<file path="src/rtl/rf_pkg.sv">
package rf_pkg;
  localparam int RF_AW  = 5;
  localparam int RF_DW  = 8;
  localparam int FLAG_N = 3;

  localparam logic [RF_AW-1:0] ADR_IND  = 5'd0;
  localparam logic [RF_AW-1:0] ADR_STS  = 5'd3;
  localparam logic [RF_AW-1:0] ADR_PTR  = 5'd4;
  localparam int               PLAIN_A  = 1;
  localparam int               PLAIN_B  = 5;
  localparam int               PLAIN_N  = 2;
  localparam int               GPR_BASE = 8;

  // Forward address 0 through the pointer; other addresses pass through.
  function automatic logic [RF_AW-1:0] resolve_addr(
    input logic [RF_AW-1:0] addr,
    input logic [RF_AW-1:0] ptr
  );
    return (addr == ADR_IND) ? ptr : addr;
  endfunction
endpackage

</file>
<file path="src/rtl/rf_store.sv">
module rf_store
  import rf_pkg::*;
#(
  parameter int BASE  = 1,
  parameter int COUNT = 2
) (
  input  logic             clk,
  input  logic             rst_n,
  input  logic             wr_en,
  input  logic [RF_AW-1:0] wr_addr,
  input  logic [RF_DW-1:0] wr_data,
  input  logic [RF_AW-1:0] rd_addr,
  output logic [RF_DW-1:0] rd_data
);
  logic [RF_DW-1:0] word_q [COUNT];

  for (genvar i = 0; i < COUNT; i++) begin : g_word
    localparam logic [RF_AW-1:0] MY_ADDR = RF_AW'(BASE + i);
    logic             we;
    logic [RF_DW-1:0] q;
    logic [RF_DW-1:0] nxt;

    always_comb begin
      we  = wr_en && (wr_addr == MY_ADDR);
      nxt = we ? wr_data : q;
    end

    always_ff @(posedge clk or negedge rst_n) begin
      if (!rst_n) q <= '0;
      else if (we) q <= nxt;
    end

    assign word_q[i] = q;
  end

  always_comb begin
    rd_data = '0;
    for (int i = 0; i < COUNT; i++) begin
      if (rd_addr == RF_AW'(BASE + i)) rd_data = word_q[i];
    end
  end
endmodule

</file>
<file path="src/rtl/rf_status.sv">
module rf_status
  import rf_pkg::*;
(
  input  logic              clk,
  input  logic              rst_n,
  input  logic              wr_hit,
  input  logic [2:0]        wr_hi,
  input  logic [FLAG_N-1:0] wr_fl,
  input  logic [FLAG_N-1:0] flag_we,
  input  logic [FLAG_N-1:0] flag_val,
  input  logic              pwr_we,
  input  logic [1:0]        pwr_val,
  output logic [RF_DW-1:0]  q
);
  logic [RF_DW-1:0] nxt;
  logic             en;

  always_comb begin
    nxt = q;
    if (wr_hit) begin
      nxt[7:5] = wr_hi;
      if (flag_we == '0) nxt[FLAG_N-1:0] = wr_fl;
    end
    for (int i = 0; i < FLAG_N; i++) begin
      if (flag_we[i]) nxt[i] = flag_val[i];
    end
    if (pwr_we) nxt[4:3] = pwr_val;
    en = wr_hit || (flag_we != '0) || pwr_we;
  end

  always_ff @(posedge clk or negedge rst_n) begin
    if (!rst_n) q <= 8'h18;
    else if (en) q <= nxt;
  end
endmodule

</file>
<file path="src/rtl/rf_ptr.sv">
module rf_ptr
  import rf_pkg::*;
(
  input  logic             clk,
  input  logic             rst_n,
  input  logic             wr_hit,
  input  logic [RF_AW-1:0] wr_val,
  output logic [RF_AW-1:0] q
);
  logic [RF_AW-1:0] nxt;

  always_comb nxt = wr_hit ? wr_val : q;

  always_ff @(posedge clk or negedge rst_n) begin
    if (!rst_n) q <= '0;
    else if (wr_hit) q <= nxt;
  end
endmodule

</file>
<file path="src/rtl/regfile_indirect.sv">
module regfile_indirect
  import rf_pkg::*;
#(
  parameter int NUM_GPR = 16
) (
  input  logic              clk,
  input  logic              rst_n,
  input  logic [RF_AW-1:0]  rd_addr,
  output logic [RF_DW-1:0]  rd_data,
  input  logic              wr_en,
  input  logic [RF_AW-1:0]  wr_addr,
  input  logic [RF_DW-1:0]  wr_data,
  input  logic [FLAG_N-1:0] flag_we,
  input  logic [FLAG_N-1:0] flag_val,
  input  logic              pwr_we,
  input  logic [1:0]        pwr_val
);
  localparam int PTR_PAD = RF_DW - RF_AW;

  logic [RF_AW-1:0] ptr_q;
  logic [RF_DW-1:0] sts_q;
  logic [RF_AW-1:0] rd_eff, wr_eff;
  logic             wr_live;
  logic             sts_hit, ptr_hit;
  logic [RF_DW-1:0] lo_d, hi_d, gpr_d;

  always_comb begin
    rd_eff  = resolve_addr(rd_addr, ptr_q);
    wr_eff  = resolve_addr(wr_addr, ptr_q);
    wr_live = wr_en && (wr_eff != ADR_IND);
    sts_hit = wr_live && (wr_eff == ADR_STS);
    ptr_hit = wr_live && (wr_eff == ADR_PTR);
  end

  rf_ptr u_ptr (
    .clk(clk), .rst_n(rst_n), .wr_hit(ptr_hit),
    .wr_val(wr_data[RF_AW-1:0]), .q(ptr_q)
  );

  rf_status u_sts (
    .clk(clk), .rst_n(rst_n), .wr_hit(sts_hit),
    .wr_hi(wr_data[7:5]), .wr_fl(wr_data[FLAG_N-1:0]),
    .flag_we(flag_we), .flag_val(flag_val),
    .pwr_we(pwr_we), .pwr_val(pwr_val), .q(sts_q)
  );

  rf_store #(.BASE(PLAIN_A), .COUNT(PLAIN_N)) u_plain_lo (
    .clk(clk), .rst_n(rst_n), .wr_en(wr_live), .wr_addr(wr_eff),
    .wr_data(wr_data), .rd_addr(rd_eff), .rd_data(lo_d)
  );

  rf_store #(.BASE(PLAIN_B), .COUNT(PLAIN_N)) u_plain_hi (
    .clk(clk), .rst_n(rst_n), .wr_en(wr_live), .wr_addr(wr_eff),
    .wr_data(wr_data), .rd_addr(rd_eff), .rd_data(hi_d)
  );

  rf_store #(.BASE(GPR_BASE), .COUNT(NUM_GPR)) u_gpr (
    .clk(clk), .rst_n(rst_n), .wr_en(wr_live), .wr_addr(wr_eff),
    .wr_data(wr_data), .rd_addr(rd_eff), .rd_data(gpr_d)
  );

  always_comb begin
    if (rd_eff == ADR_STS)      rd_data = sts_q;
    else if (rd_eff == ADR_PTR) rd_data = {{PTR_PAD{1'b1}}, ptr_q};
    else                        rd_data = lo_d | hi_d | gpr_d;
  end
endmodule

</file>
<file path="config.mk">
export PLATFORM = sky130hd
export DESIGN_NAME = regfile_indirect
export DESIGN_NICKNAME = d
export VERILOG_FILES = /design/src/rtl/rf_pkg.sv /design/src/rtl/rf_store.sv /design/src/rtl/rf_status.sv /design/src/rtl/rf_ptr.sv /design/src/rtl/regfile_indirect.sv
export SDC_FILE = /design/constraint.sdc
export NUM_CORES = 1
export LEC_CHECK = 0
export BUFFER_PORTS_ARGS = -buffer_cell sky130_fd_sc_hd__buf_2
export CAP_MARGIN = 40
export CORE_MARGIN = 2
export CORE_UTILIZATION = 30
export CTS_BUF_LIST = sky130_fd_sc_hd__clkbuf_8
export DETAILED_ROUTE_END_ITERATION = 12
export SLEW_MARGIN = 0
export SYNTH_ARGS = -nofsm -noshare
export SYNTH_HDL_FRONTEND = slang
export SYNTH_HIERARCHICAL = 1
export SYNTH_SLANG_ARGS = --single-unit
</file>
<file path="constraint.sdc">
create_clock -name clk -period 3.8 [get_ports clk]
set_input_delay 0.38 -clock clk [delete_from_list [all_inputs] [get_ports clk]]
set_output_delay 0.38 -clock clk [all_outputs]
set_load 0.005 [all_outputs]
</file>
# == Word level (Yosys, flattened, before mapping) ==
# Index checks and enable logic that the tools add are counted.
# word_totals
in_bits,30
reg_bits,173
# classes
reduce_logical,41
n_eq_ne,44
n_bitwise,2
muxes,29
# ops
cell,n
two-way mux 8 bit,22
"equality test 5 x 4 -> 1 bit, second input constant",16
"equality test 5 bit, second input constant",16
"equality test 5 x 3 -> 1 bit, second input constant",6
logical AND 1 bit,23
"equality test 5 x 2 -> 1 bit, second input constant",4
bitwise OR 8 bit,2
nonzero test 2 bit,6
"equality test 5 x 1 -> 1 bit, second input constant",2
zero test 5 bit,2
two-way mux 5 bit,2
AND reduction 3 bit,3
two-way mux 3 bit,2
nonzero test 5 bit,1
AND reduction 2 bit,2
zero test 3 bit,1
two-way mux 1 bit,3
nonzero test 3 bit,1
logical OR 1 bit,2

# == Depth between registers and ports, before layout ==
# Gate-level depths: netlist of the first run.
# depth
word_depth,22
mapped_depth,13
mapped_depth_nobuf,11

# == Modules after synthesis ==
# Netlist of the first run, hierarchy kept.
# by_module_without_submodules
module,area_per_inst_um2,seq_area_each_um2,cells_each,n_inst
rf_store (u_gpr),6413.7,3203.1,508,1
rf_store (u_plain_lo),755.7,400.4,46,1
rf_store (u_plain_hi),742.0,400.4,46,1
regfile_indirect,558.0,0.0,81,1
rf_status,349.1,202.7,22,1
rf_ptr,181.4,125.1,10,1

# == Worst setup path after synthesis of the first run ==
# No wires, ideal clock.
# synth_timing
kind,input -> output
from,input rd_addr[2]
to,output rd_data[5]
path_slack_ns,0.721
cell_stages,12
n_path_buf,2
arrival_time_ns,2.699
path_cell_list,buf_4 -> nor3_4 -> a31o_2 -> buf_4 -> mux2i_1 -> o22ai_1 -> a222oi_1 -> a211oi_1 -> a311o_1 -> nor3_1 -> o21ai_0 -> mux2_4
# synth_via
elab_chain_cells,22
word_cells_on_any_way,48
classes_between,eq/ne: 22; mux: 23; bitwise: 2; reduce/logical: 1
# synth_rtl
element,line,source
from (decl),regfile_indirect.sv:8,"input logic [RF_AW-1:0] rd_addr,"
zero test 5 bit *,rf_pkg.sv:19,return (addr == ADR_IND) ? ptr : addr;
two-way mux 5 bit *,rf_pkg.sv:19,
via rd_eff[1],regfile_indirect.sv:22,"logic [RF_AW-1:0] rd_eff, wr_eff;"
equality test 5 x 4 -> 1 bit,rf_store.sv:39,if (rd_addr == RF_AW'(BASE + i)) rd_data = word_q[i];
two-way mux 8 bit (15 in a row),rf_store.sv:39,
two-way mux 8 bit *,rf_store.sv:39,
via gpr_d[5],regfile_indirect.sv:25,"logic [RF_DW-1:0] lo_d, hi_d, gpr_d;"
bitwise OR 8 bit *,regfile_indirect.sv:65,else rd_data = lo_d | hi_d | gpr_d;
two-way mux 8 bit *,regfile_indirect.sv:64,"else if (rd_eff == ADR_PTR) rd_data = {{PTR_PAD{1'b1}}, ptr_q};"
two-way mux 8 bit *,regfile_indirect.sv:63,if (rd_eff == ADR_STS) rd_data = sts_q;
to (decl),regfile_indirect.sv:9,"output logic [RF_DW-1:0] rd_data,"
# Mark *: on every way through the listed nets, which the timed path passes. The rest lies on a longest branch.

# == Worst setup path after layout of the first run ==
# layout_timing
from,register u_ptr.q[2]
to,output rd_data[5]
# layout_via
elab_chain_cells,21
word_cells_on_any_way,47
classes_between,eq/ne: 22; mux: 23; bitwise: 2
# layout_rtl
element,line,source
from (decl),rf_ptr.sv:8,output logic [RF_AW-1:0] q
from (signal assigned),rf_ptr.sv:16,else if (wr_hit) q <= nxt;
two-way mux 5 bit *,rf_pkg.sv:19,
via rd_eff[2],regfile_indirect.sv:22,
equality test 5 x 4 -> 1 bit,rf_store.sv:39,
two-way mux 8 bit (15 in a row),rf_store.sv:39,
two-way mux 8 bit *,rf_store.sv:39,
via gpr_d[5],regfile_indirect.sv:25,
bitwise OR 8 bit *,regfile_indirect.sv:65,
two-way mux 8 bit *,regfile_indirect.sv:64,
two-way mux 8 bit *,regfile_indirect.sv:63,
# Marked as above.

==> impl_metrics.toml, run 1 <==
[outcome]
status = "finished clean"

[logic_synthesis]
syn_nets = 743
synth_cells = 713
synthAdderAreaFrac = 0
synth-async-reset-ratio = 1.000
synthSimpleGateAreaFrac = 0.09773
synth_area_per_cell_sq_um = 12.62
ys_types = 70
synth.mux.area_fraction = 0.2792
synth-seq-cells = 173
synth_edf_count = 0
synthFlopType = "dfrtp_1"
synth_compound_gate_area_share = 0.1123
yosysWarningCount = 6
ys_seq_area_frac = 0.4813
synth_xor_area_frac = 0
synth_top_family_by_area = "multiplexers"
syn_area_sq_mm = 0.009000

[job]
maxCapViolCount = 0

[cts]
cts_made_buffers = 17
cts_buffer_depth = 2
h-tree-depth = 4
clkTransAtPathRegs_ps = 90
clkSinkCount = 173
clock_latency_ps = 470
cts_setup_buffers = 0
cts_root_buffer = "clkbuf_8"
cts_tree = "yes"

[sta]
hold_viol_final = 0
max_freq_mhz = 269.9
slew_headroom = 0.4541
setup_viol = 0
setup_tns_ps = 0
period_needed_ps = 3705
period_share = 0.9751
finClkSkew_ps = 9.601
drv_slew = 0
worst_pin_slew_ps = 817.0
rsz0062_at_grt = "no"

[routing]
wl_per_cell_microns = 21.10
drc = 0
detail-route-antenna-nets = 0
totalWireLength_microns = 24600
dr.pass1.iters = 5
via_per_inst = 5.324
drt_iter0_markers = 603
dr_total_vias = 6208

[global_route]
grt_start_max_net_pins = 80
gr-total-overflow = 0
grt_pass1_vias = 6181
grt_pass1_wl_microns = 38070
grt_usage = 0.1608
antenna_found_initial = 2

[worst_setup_path]
worst-r2r-setup-slack_ps = 900
cp_max_fo = 28
worst_setup_path_end_kind = "output port"
cp-start-kind = "flip-flop"
cp.required_ps = 3420
crit_arrival_ps = 3330
critPathKind = "flip-flop to output port"

[die]
die_h_microns = 177.2
design.core.area_sq_mm = 0.02956
rows = 63
start_util = 0.3045
pin_count = 38
dieArea_sq_mm = 0.03140
die_x_microns = 177.2

[cells_and_area]
drive_above_1_share = 0.4387
nets = 792
syn2layout_area_growth_pct = 13.17

[placement]
routabilityCongestion = 0.9309
dp_hpwl_microns = 16790
numPortBuffers = 37

[pwr]
clockPowerShare = 0.277
p_total_uw = 4620
vdd_drop_max_v = 0.0002169
internal-power_uw = 3270
netSwitchingPower_uw = 1350
p_comb_frac = 0.200
p_per_area_mw_per_mm2 = 453.7
leakagePower_uw = 0.004519
seq_power_share = 0.523
switching_share = 0.2922

[min_path]
hold_class = "primary input to flip-flop"
[flip-flops by register name, indices dropped and copies added (netlist names)]
signal	count
u_gpr/g_word.q	128
u_plain_hi/g_word.q	16
u_plain_lo/g_word.q	16
u_sts/q	8
u_ptr/q	5
[final timing paths]
| kind | startpoint | to | cells after the start |
|---|---|---|---|
| max | u_ptr/q[2]$_DFFE_PN0P_ | rd_data[5] | 13 |
| min | pwr_val[0] | u_sts/q[3]$_DFFE_PN1P_ | 2 |
| max reg2reg | u_ptr/q[0]$_DFFE_PN0P_ | u_gpr/g_word[12].q[7]$_DFFE_PN0P_ | 10 |
| min reg2reg | u_gpr/g_word[8].q[1]$_DFFE_PN0P_ | u_gpr/g_word[8].q[1]$_DFFE_PN0P_ | 1 |
| max in group asynchronous | rst_n | u_gpr/g_word[3].q[5]$_DFFE_PN0P_ | 3 |
| min in group asynchronous | rst_n | u_plain_lo/g_word[1].q[6]$_DFFE_PN0P_ | 2 |
[cell usage after synthesis (3+ instances only)]
| cell | n | area (sq um) |
|---|---|---|
| nand3b_2 | 4 | 45.04 |
| nor3_1 | 13 | 65.06 |
| a221oi_1 | 4 | 35.03 |
| mux2i_1 | 20 | 200.2 |
| a31o_2 | 4 | 35.03 |
| nor3b_1 | 4 | 30.03 |
| inv_1 | 16 | 60.06 |
| dfrtp_1 | 171 | 4279 |
| buf_4 | 4 | 30.03 |
| a21oi_1 | 30 | 150.1 |
| clkbuf_1 | 14 | 52.55 |
| nor2_2 | 7 | 43.79 |
| a2111oi_0 | 6 | 52.55 |
| o21ai_0 | 19 | 95.09 |
| mux2_2 | 168 | 1892 |
| mux2_4 | 19 | 285.3 |
| o2bb2ai_1 | 3 | 26.28 |
| o221ai_1 | 5 | 43.79 |
| a21o_1 | 4 | 30.03 |
| a22o_2 | 14 | 140.1 |
| buf_6 | 3 | 33.78 |
| nand2_1 | 30 | 112.6 |
| nor2b_1 | 9 | 56.30 |
| o22ai_1 | 6 | 37.54 |
| a2bb2oi_1 | 5 | 43.79 |
| a22o_1 | 3 | 26.28 |
| nor3b_4 | 4 | 75.07 |
| a211oi_1 | 6 | 45.04 |
| nand3_1 | 12 | 60.06 |
| buf_2 | 14 | 70.07 |
| nand2b_1 | 13 | 81.33 |
| a31oi_1 | 6 | 37.54 |
| nor2_1 | 16 | 60.06 |
| o31ai_1 | 8 | 60.06 |
| mux4_2 | 6 | 135.1 |
[metal layers]
layer  vias up  wire length (microns)  part of all wire  track usage
met5         -                      0                 0            0
met4         0                    474             0.019      0.05234
met3        25                   1271             0.052      0.02792
met2       171                  10830              0.44       0.2367
met1      3240                  12020              0.49       0.2377
li1       2772                      -                 -            -
[cells by family (layout without fill, tap and decap cells)]
family	after synthesis	after routing
multiplexers	213	213
flip-flops	173	173
AO/OA/AOI/OAI	138	138
AND/OR/NAND/NOR	136	136
buffers and inverters	53	115
other	0	1
[worst max-delay path: stages (launching register included)]
cell      delay (ps)
dfrtp_1          420
nand2_1           70
nand2_1          190
buf_12           240
nor2b_1          130
buf_4            180
a21o_1           160
a222oi_1         340
a211oi_1         150
a311o_1          360
nor3_1           130
o21ai_0          100
mux2_4           270
buf_2            120
[power groups by stage]
| stage | clock [uW] | combinational, uW | sequential (uW) |
|---|---|---|---|
| after floorplan | 0 | 646 | 2360 |
| after global placement | 0 | 901 | 2440 |
| after detailed placement | 0 | 917 | 2440 |
| after CTS | 1310 | 920 | 2410 |
| after global routing | 1390 | 1000 | 2450 |
| final | 1280 | 924 | 2420 |
[stage by stage]
stage	setup WS, ps	std cells	utilization	area [sq um]	hold slack (ps)
floorplan	721.3	713	-	9000	84.41
global placement	175.8	1131	0.3300	9756	471.6
detailed placement	209.1	1131	0.3300	9756	464.6
CTS	16.32	1164	0.3433	10150	128.8
global route	8.723	1166	0.3446	10180	121.9
finish	94.76	1166	0.3446	10180	146.0
[final cells by class]
type / count / area [sq um]
multi-input combinational: 487 / 4412
tap: 390 / 488.0
timing repair buffer: 66 / 504.2
clock buffer: 17 / 234.0
sequential: 173 / 4333
antenna: 1 / 2.502
clock inverter: 15 / 147.6
inverter: 17 / 63.81
fill: 2927 / 19370
[timing repair]
item / 4_1_cts / 5_1_grt
endpoints found under the setup margin: 0 / 5
endpoints found under the hold margin: 72 / 0
hold buffers: 1 / 0
gates resized for setup: 0 / 2
[layout by cell type, fill, tap and decap left out, types with 7 or more instances in the layout]
cell type,netlist,layout
dfrtp_1,171,170
mux2_2,168,168
buf_2,14,36
nand2_1,30,30
a21oi_1,30,30
buf_4,4,21
mux2i_1,20,20
inv_1,16,19
o21ai_0,19,19
mux2_4,19,19
clkbuf_8,0,17
nor2_1,16,16
a22o_2,14,14
nor3_1,13,13
nand2b_1,13,13
nand3_1,12,12
nor2b_1,9,9
o31ai_1,8,8
nor2_2,7,7
Power figures use the tool's default switching activity.
==> inputs of run 2 (changes only) <==
--- a/config.mk
+++ b/config.mk
@@ -5,12 +5,15 @@
 export SDC_FILE = /design/constraint.sdc
 export NUM_CORES = 1
 export LEC_CHECK = 0
+export ABC_AREA = 1
 export BUFFER_PORTS_ARGS = -buffer_cell sky130_fd_sc_hd__buf_2
 export CAP_MARGIN = 40
 export CORE_MARGIN = 2
 export CORE_UTILIZATION = 30
 export CTS_BUF_LIST = sky130_fd_sc_hd__clkbuf_8
 export DETAILED_ROUTE_END_ITERATION = 12
+export GPL_TIMING_DRIVEN = 0
+export MAX_ROUTING_LAYER = met4
 export SLEW_MARGIN = 0
 export SYNTH_ARGS = -nofsm -noshare
 export SYNTH_HDL_FRONTEND = slang
==> run 2 against run 1 <==
Global-route usage is 1.3 points higher; register-to-register slack worse by 170 ps; clock skew is 7.6 ps higher; sequential power is 2% lower; flip-flop and latch count stayed put; first-iteration DRC count is 51% higher; area after synthesis is 3.0% lower.
==> impl_metrics.toml, run 2 <==
[worst_setup_path]
cp_max_fo = 10
worst-r2r-setup-slack_ps = 730
worst_setup_path_end_kind = "output port"
critPathLaunch = "u_ptr/q[3]$_DFFE_PN0P_"
rr_worst_depth = 9
crit_arrival_ps = 3260
r2r_start = "u_ptr/q[1]$_DFFE_PN0P_"
cp-start-kind = "flip-flop"
critPathKind = "flip-flop to output port"
worstReg2RegEnd = "u_gpr/g_word[0].q[2]$_DFFE_PN0P_"
cp.required_ps = 3420

[logic_synthesis]
synth_top_family_by_area = "simple AND/OR/NAND/NOR gates"
netlist.area_leader.share = 0.4902
synthFlopType = "dfrtp_1"
synth.area.top_cells = "dfrtp_1, nand2_1, o21ai_0"
ys_seq_area_frac = 0.4962
synth_xor_area_frac = 0
yosysMostFrequentCell = "nand2_1"
synth_cells = 1111
yosysWarningCount = 6
synth_top_cell_by_area = "dfrtp_1"
synth_compound_gate_area_share = 0.09374
synth_edf_count = 0
syn_area_sq_mm = 0.008730
syn_nets = 1141
synthAdderAreaFrac = 0
synth-seq-cells = 173
synth.top_cells.by_count = "nand2_1, dfrtp_1, o21ai_0, inv_1, nand3_1"
synth_area_per_cell_sq_um = 7.857
synthSimpleGateAreaFrac = 0.3499
ys_types = 34
synth-async-reset-ratio = 1.000
synth.mux.area_fraction = 0.002580

[die]
die_h_microns = 174.6
rows = 62
die_x_microns = 174.6
dieArea_sq_mm = 0.03048
start_util = 0.3041
pin_count = 38
design.core.area_sq_mm = 0.02870

[cts]
cts_root_buffer = "clkbuf_8"
cts_made_buffers = 17
cts_buffer_depth = 2
clock_latency_ps = 480
h-tree-depth = 4
clkTransAtPathRegs_ps = 100
clkSinkCount = 173
cts_tree = "yes"

[placement]
numPortBuffers = 37
place_ws_ps = 41.27
routabilityCongestion = 0.8549
dp_hpwl_microns = 17340

[cells_and_area]
top_regs = "u_gpr/g_word.q x128, u_plain_hi/g_word.q x16, u_plain_lo/g_word.q x16"
final_cell_mix = "nand2_1, dfrtp_1, o21ai_0, inv_1, nand3_1"
syn2layout_area_growth_pct = 15.82
final_common_cell = "nand2_1"
top_register = "u_gpr/g_word.q"
drive_above_1_share = 0.1610
final_util = 0.3523
nets = 1222
antenna_cells = 0
largest_reg_flops = 128

[min_path]
worstHoldEndpoint = "u_sts/q[4]$_DFFE_PN1P_"
hold_path_depth = 2
hold_class = "primary input to flip-flop"
hold_path.startpoint = "pwr_val[1]"

[sta]
rsz0062_at_grt = "yes"
max_freq_mhz = 274.8
worst_pin_slew_ps = 758.1
period_needed_ps = 3638
hold_viol_final = 0
slew_headroom = 0.4946
finClkSkew_ps = 17.17
setup_viol = 0
drv_slew = 0
layout_setup_ws_ps = 161.5
period_share = 0.9575
setup_tns_ps = 0

[global_route]
grt_usage = 0.1737
grt_pass1_wl_microns = 40280
grt_pass1_vias = 7248
grt_start_max_net_pins = 90
antenna_found_initial = 0
gr-total-overflow = 0

[routing]
detail-route-antenna-nets = 0
drt_iter0_markers = 913
drc = 0
dr.pass1.iters = 7
dr_total_vias = 7775
via_per_inst = 4.893
totalWireLength_microns = 25320
wl_per_cell_microns = 15.93

[pwr]
p_per_area_mw_per_mm2 = 441.6
vdd_drop_max_v = 0.0002256
leakagePower_uw = 0.004882
p_total_uw = 4465

[outcome]
status = "finished clean"

[job]
maxCapViolCount = 0
-- run 2: area by class of cell --
type,instances,area [sq um]
plain buffers,33,157.7
clock buffers,17,234.0
clock inverters,15,193.9
fillers,3066,18590
inverters,88,351.6
multi-input cells,818,3969
flip-flops and latches,173,4332
well taps,384,480.5
repair buffers,61,392.9
-- run 2: how the worst max path moves through the flow --
stage / endpoint / cells past startpoint
after global routing: rd_data[4] / 17
after detailed placement: rd_data[6] / 22
after global placement: u_gpr/g_word[5].q[7]$_DFFE_PN0P_ / 1
after CTS: rd_data[4] / 17
after floorplan: u_gpr/g_word[12].q[5]$_DFFE_PN0P_ / 11
final: rd_data[4] / 17
-- run 2: critical path: stages, from the launching register on --
cell,delay [ps]
dfrtp_1,420
nand4_1,140
nand2_4,110
buf_4,200
buf_2,180
nand4_1,120
nand3_1,110
nor2_2,140
nand4_1,100
nand2_1,90
nand4_1,140
nor3_2,250
nand4_1,230
nor3_2,180
nand2_1,80
nand3_1,110
nand2_1,60
buf_2,120
-- run 2: where the power goes --
part / leakage (uW) / internal (uW) / switching (uW)
combinational: 0.00243 / 247 / 446
clock: 0.000215 / 621 / 786
sequential: 0.00224 / 2180 / 187
-- run 2: kinds of logic (layout without fill, tap and decap cells) --
family,after synthesis,after routing
buffers and inverters,121,214
AOI/OAI and AO/OA,153,153
DFF,173,173
muxes,2,2
and+or+nand+nor,662,663
-- run 2: through the flow --
stage | area, sq um | hold slack (ps) | std cells
after floorplan | 8730 | 84.41 | 1111
after global placement | 9395 | 455.4 | 1532
after detailed placement | 9473 | 429.5 | 1539
after CTS | 9942 | 125.0 | 1575
after global routing | 10110 | 116.3 | 1589
final | 10110 | 144.3 | 1589
-- run 2: repair_timing --
| action | in CTS | in global routing |
|---|---|---|
| cloned | 0 | 1 |
| setup buffers | 3 | 13 |
| endpoints found under the hold margin | 82 | 0 |
| endpoints found under the setup margin | 8 | 8 |
| gates resized for setup | 4 | 18 |
| hold buffers | 1 | 0 |
| pin swaps | 4 | 6 |
-- run 2: per-layer routing --
| layer | vias to the layer above | track usage | wire (microns) |
|---|---|---|---|
| met2 | 232 | 0.2474 | 10860 |
| met4 | 0 | 0.04792 | 416 |
| met5 | - | - | 0 |
| met1 | 3746 | 0.2533 | 12530 |
| li1 | 3771 | - | - |
| met3 | 26 | 0.03068 | 1509 |
